===== src/rtl/excl_mon_pkg.sv =====
package excl_mon_pkg;

  typedef enum logic [2:0] {
    OP_IDLE   = 3'd0,
    OP_LOAD   = 3'd1,
    OP_STORE  = 3'd2,
    OP_XLOAD  = 3'd3,
    OP_XSTORE = 3'd4,
    OP_CLEAR  = 3'd5
  } op_e;

  // Operations that produce a response one cycle later
  function automatic logic has_response(op_e op);
    return (op == OP_LOAD) || (op == OP_XLOAD) || (op == OP_XSTORE);
  endfunction

  // Operations that return memory data
  function automatic logic returns_data(op_e op);
    return (op == OP_LOAD) || (op == OP_XLOAD);
  endfunction

endpackage


===== src/rtl/excl_mon_fsm.sv =====
module excl_mon_fsm
  import excl_mon_pkg::*;
(
  input  logic clk,
  input  logic rst_n,
  input  logic acc,
  input  op_e  op,
  output logic excl_q,
  output logic xs_pass,
  output logic xs_fail
);

  logic excl_d;

  assign xs_pass = acc && (op == OP_XSTORE) && excl_q;
  assign xs_fail = acc && (op == OP_XSTORE) && !excl_q;

  always_comb begin
    excl_d = excl_q;
    if (acc) begin
      unique case (op)
        OP_XLOAD:            excl_d = 1'b1;
        OP_XSTORE, OP_CLEAR: excl_d = 1'b0;
        default:             excl_d = excl_q;
      endcase
    end
  end

  always_ff @(posedge clk) begin
    if (!rst_n) excl_q <= 1'b0;
    else        excl_q <= excl_d;
  end

endmodule


===== src/rtl/excl_mon_mem.sv =====
module excl_mon_mem #(
  parameter int DATA_W = 32,
  parameter int DEPTH  = 16,
  localparam int IDX_W = $clog2(DEPTH)
) (
  input  logic              clk,
  input  logic              we,
  input  logic [IDX_W-1:0]  idx,
  input  logic [DATA_W-1:0] wdata,
  output logic [DATA_W-1:0] rd_q
);

  logic [DATA_W-1:0] words [DEPTH];

  always_ff @(posedge clk) begin
    if (we) words[idx] <= wdata;
    rd_q <= words[idx];
  end

endmodule


===== src/rtl/excl_mon_rsp.sv =====
module excl_mon_rsp
  import excl_mon_pkg::*;
#(
  parameter int DATA_W = 32
) (
  input  logic              clk,
  input  logic              rst_n,
  input  logic              acc,
  input  op_e               op,
  input  logic              xs_fail,
  input  logic [DATA_W-1:0] mem_rd,
  output logic              rsp_valid,
  output logic [DATA_W-1:0] rsp_data
);

  logic sel_data_q;
  logic fail_q;

  // Status word: zero on success, one on failure, zero-extended
  function automatic logic [DATA_W-1:0] status_word(logic failed);
    return {{(DATA_W-1){1'b0}}, failed};
  endfunction

  always_ff @(posedge clk) begin
    if (!rst_n) begin
      rsp_valid  <= 1'b0;
      sel_data_q <= 1'b0;
      fail_q     <= 1'b0;
    end else begin
      rsp_valid  <= acc && has_response(op);
      sel_data_q <= acc && returns_data(op);
      fail_q     <= xs_fail;
    end
  end

  assign rsp_data = sel_data_q ? mem_rd
                  : (rsp_valid ? status_word(fail_q) : '0);

endmodule


===== src/rtl/excl_mon_top.sv =====
module excl_mon_top
  import excl_mon_pkg::*;
#(
  parameter int ADDR_W = 32,
  parameter int DATA_W = 32,
  parameter int DEPTH  = 16,
  localparam int IDX_W = $clog2(DEPTH)
) (
  input  logic              clk,
  input  logic              rst_n,
  input  logic              op_valid,
  input  logic [2:0]        op_code,
  input  logic [ADDR_W-1:0] op_addr,
  input  logic [DATA_W-1:0] op_wdata,
  output logic              rsp_valid,
  output logic [DATA_W-1:0] rsp_data
);

  op_e              op;
  logic             excl_q;
  logic             xs_pass;
  logic             xs_fail;
  logic             mem_we;
  logic [IDX_W-1:0] idx;
  logic [DATA_W-1:0] mem_rd;
  logic             unused_hi;

  function automatic logic [IDX_W-1:0] word_index(logic [ADDR_W-1:0] a);
    return a[IDX_W-1:0];
  endfunction

  assign op        = op_e'(op_code);
  assign idx       = word_index(op_addr);
  assign unused_hi = ^op_addr[ADDR_W-1:IDX_W];
  assign mem_we    = (op_valid && (op == OP_STORE)) || xs_pass;

  excl_mon_fsm u_fsm (
    .clk     (clk),
    .rst_n   (rst_n),
    .acc     (op_valid),
    .op      (op),
    .excl_q  (excl_q),
    .xs_pass (xs_pass),
    .xs_fail (xs_fail)
  );

  excl_mon_mem #(.DATA_W(DATA_W), .DEPTH(DEPTH)) u_mem (
    .clk   (clk),
    .we    (mem_we),
    .idx   (idx),
    .wdata (op_wdata),
    .rd_q  (mem_rd)
  );

  excl_mon_rsp #(.DATA_W(DATA_W)) u_rsp (
    .clk       (clk),
    .rst_n     (rst_n),
    .acc       (op_valid),
    .op        (op),
    .xs_fail   (xs_fail),
    .mem_rd    (mem_rd),
    .rsp_valid (rsp_valid),
    .rsp_data  (rsp_data)
  );

endmodule


===== config.mk =====
export PLATFORM = sky130hd
export DESIGN_NAME = excl_mon_top
export DESIGN_NICKNAME = d
export VERILOG_FILES = /design/src/rtl/excl_mon_pkg.sv /design/src/rtl/excl_mon_fsm.sv /design/src/rtl/excl_mon_mem.sv /design/src/rtl/excl_mon_rsp.sv /design/src/rtl/excl_mon_top.sv
export SDC_FILE = /design/constraint.sdc
export NUM_CORES = 1
export LEC_CHECK = 0
export ABC_AREA = 1
export CAP_MARGIN = 20
export CORE_MARGIN = 1.5
export CORE_UTILIZATION = 55
export DETAILED_ROUTE_END_ITERATION = 10
export HOLD_SLACK_MARGIN = 0.15
export PLACE_DENSITY = 0.71
export SLEW_MARGIN = 20
export SYNTH_ARGS = -nofsm -noshare
export SYNTH_HDL_FRONTEND = slang
export SYNTH_SLANG_ARGS = --single-unit

===== constraint.sdc =====
create_clock -name clk -period 6 [get_ports clk]
set_clock_uncertainty 0.15 [all_clocks]
set_input_delay 1.2 -clock clk [delete_from_list [all_inputs] [get_ports clk]]
set_output_delay 1.2 -clock clk [all_outputs]
set_load 0.05 [all_outputs]

==> metrics.md <==
| Metric | Value |
|---|---|
| Crit share post-route | `65.2%` |
| Die Width | `206 um` |
| Post-synthesis sequential area ratio | `71.3%` |
| Ys flop type | `edfxtp_1` |
| CTS HTree Levels | `2` |
| Peak Freq | `256 MHz` |
| FP Rows | `74` |
| Setup crit start kind | `flop` |
| Count leader, synth | `nand2_1` |
| Worst Path Max Fanout | `33` |
| Crit-path max cell delay | `0.87 ns` |
| Die height | `206 um` |
| Vias in the first global route | `14,000` |
| First-pass GRT wire length | `76.2 mm` |
| GRT Overall Usage | `23.9%` |
| Via count | `14,500` |
| Static Leakage | `10.8 nW` |
| Post-Route Setup TNS | `0 ns` |
| FF+latch count, synth | `548` |
| Top area cells in the synthesized netlist | `edfxtp_1, nand2_1, dfxtp_1, inv_1, buf_2` |
| Post-CTS Resized | `0` |
| Top cells by count, synth | `nand2_1, edfxtp_1, inv_1` |
| Drt drc | `0` |
| Pre-CTS WS | `1.76 ns` |
| CTS tree | `built` |
| Synth unique cells | `16` |
| Maximum vdd drop | `0.000292 V` |
| Worst-skew pair later-pin latency | `0.59 ns` |
| Initial Utilization | `55.6%` |
| Max-slew violations | `0` |
| Setup violators final | `0` |
| Worst Path Arrival | `2.56 ns` |
| Post-DR wirelength/cell | `17.2 um` |
| Worst path cell trace | `nand2_1 -> inv_1 -> clkdlybuf4s50_1` |
| Ys async rst share | `0%` |
| Clock sinks | `548` |
| Crit path time final | `3.91 ns` |
| Core Region | `0.0406 mm2` |
| WP buf/inv | `2` |
| Slew margin rel. | `27.7%` |
| Final RePlAce weighted congestion | `0.783` |
| Total CTS buffers | `54` |
| Setup Buffers After CTS | `0` |
| Crit. End Element | `output port` |
| Post-DR vias/cell | `5.10` |
| Post-Syn Nets | `2,272` |
| Critical path required time | `4.65 ns` |
| Die area | `0.0423 mm2` |
| PortBufs | `74` |
| Maximum clock insertion buffer count | `3` |
| Setup Crit Path Kind | `reg -> out` |
| Cells after synthesis | `2,202` |
| # IOs | `103` |
| Synth top area share | `68.1%` |
| Total congestion overflow | `0` |
| DRT iter0 DRCs | `1,031` |
| Syn avg cell area | `10.3 um2` |
| Slowest-stage cell, CP | `dfxtp_2` |
| Unrepaired setup endpoints after global routing | `no` |
| Min-Delay Path Class | `reg -> reg` |
| Status | `completed` |
| Nets | `2,332` |
| Clk pin slew, worst setup/hold paths | `0.06 ns` |
| Largest net degree at the start of global routing | `100` |
| # Max-Cap Violations | `0` |
| Area delta synth->final | `12.7%` |
| Antenna violations before repair | `2` |
| Final Hold Fails | `0` |
| Final worst slack | `2.09 ns` |
| Root Driver | `clkbuf_16` |
| Mapped Area | `0.0226 mm2` |
| Layout cells sized above 1 | `5.46%` |
| Drt total wl | `48.7 mm` |
| EDFF count, synth | `512` |
| Most area-hungry cell type in the Yosys netlist | `edfxtp_1` |
| Total Power | `0.00781 W` |
| Drt first pass iters | `5` |
| Worst hold slack | `0.293 ns` |
| PwrDens | `307 mW/mm2` |
| Syn. warnings | `0` |
| Crit path max-delay family | `buffers and inverters` |
| Tightest Pin Transition | `1.08 ns` |
| Hold-fix buffers, CTS | `0` |
| Post-route ant nets | `0` |
| Post-DP HPWL | `25.8 mm` |
-- cell families (layout without fill, tap and decap cells) --
kind of cell	Yosys count	after routing	synth area share, %
simple gates	1445	1445	24.1
flops	548	548	71.3
buf+inv	207	311	4.63
compound gates	2	2	0.0554
other cells	0	2	0
-- final timing paths --
kind / slack (ns) / depth (start not counted) / end / from
worst max register to register: 3.40 / 5 / u_mem.words[1][17]$_DFFE_PP_ / u_fsm.excl_q$_SDFFE_PN0P_
worst min register to register: 0.29 / 1 / u_rsp.fail_q$_SDFF_PN0_ / u_fsm.excl_q$_SDFFE_PN0P_
worst min-delay path: 0.29 / 1 / u_rsp.fail_q$_SDFF_PN0_ / u_fsm.excl_q$_SDFFE_PN0P_
worst max-delay path: 2.09 / 3 / rsp_data[23] / u_rsp.sel_data_q$_SDFF_PN0_
-- through the flow --
stage / util (%) / instance area [um2] / instances
global route: 62.6 / 25500 / 2840
finish: 62.6 / 25500 / 2840
CTS: 62.6 / 25400 / 2838
detailed placement: 58.5 / 23800 / 2738
floorplan: - / 22600 / 2202
global placement: 58.4 / 23800 / 2737
-- power breakdown --
part	internal, W	leakage (nW)	total [W]	switching, W
clock	0.00183	0.808	0.00317	0.00135
combinational	0.000116	5.10	0.000416	0.000301
sequential	0.00421	4.90	0.00422	0.0000127
-- cell type report --
type                            instances  area [um2]
Antenna cell                            2        5.00
Clock buffer                           90        1620
Clock inverter                         10        51.3
Fill cell                            3173       15200
Inverter                              105         402
Multi-Input combinational cell       1447        5580
Sequential cell                       548       16100
Tap cell                              532         666
Timing Repair Buffer                  106        1030
-- per-layer routing --
metal	track usage (%)	vias to the layer above	share of wire [%]
met1	31.2	6824	42
met5	0	-	0
met2	41.2	446	49
li1	-	7121	-
met3	3.15	99	6.1
met4	8.63	0	2.9
-- flip-flops by register name, summed over array words and instances (netlist names) --
| name | count |
|---|---|
| u_mem.words | 512 |
| u_mem.rd_q | 32 |
| u_fsm.excl_q | 1 |
| u_rsp.fail_q | 1 |
| u_rsp.rsp_valid | 1 |
| u_rsp.sel_data_q | 1 |
-- placed cells by master, fill, tap and decap left out, types with 4 or more instances in the layout --
master and n:
dfxtp_1 35, nor2_4 18, edfxtp_1 512, clkbuf_1 26, buf_4 29, clkinv_2 5
clkbuf_16 57, nand3_1 6, buf_12 4, clkdlybuf4s50_1 72, clkbuf_8 7, nand2_1 1417
inv_1 103
Power figures use the tool's default switching activity.
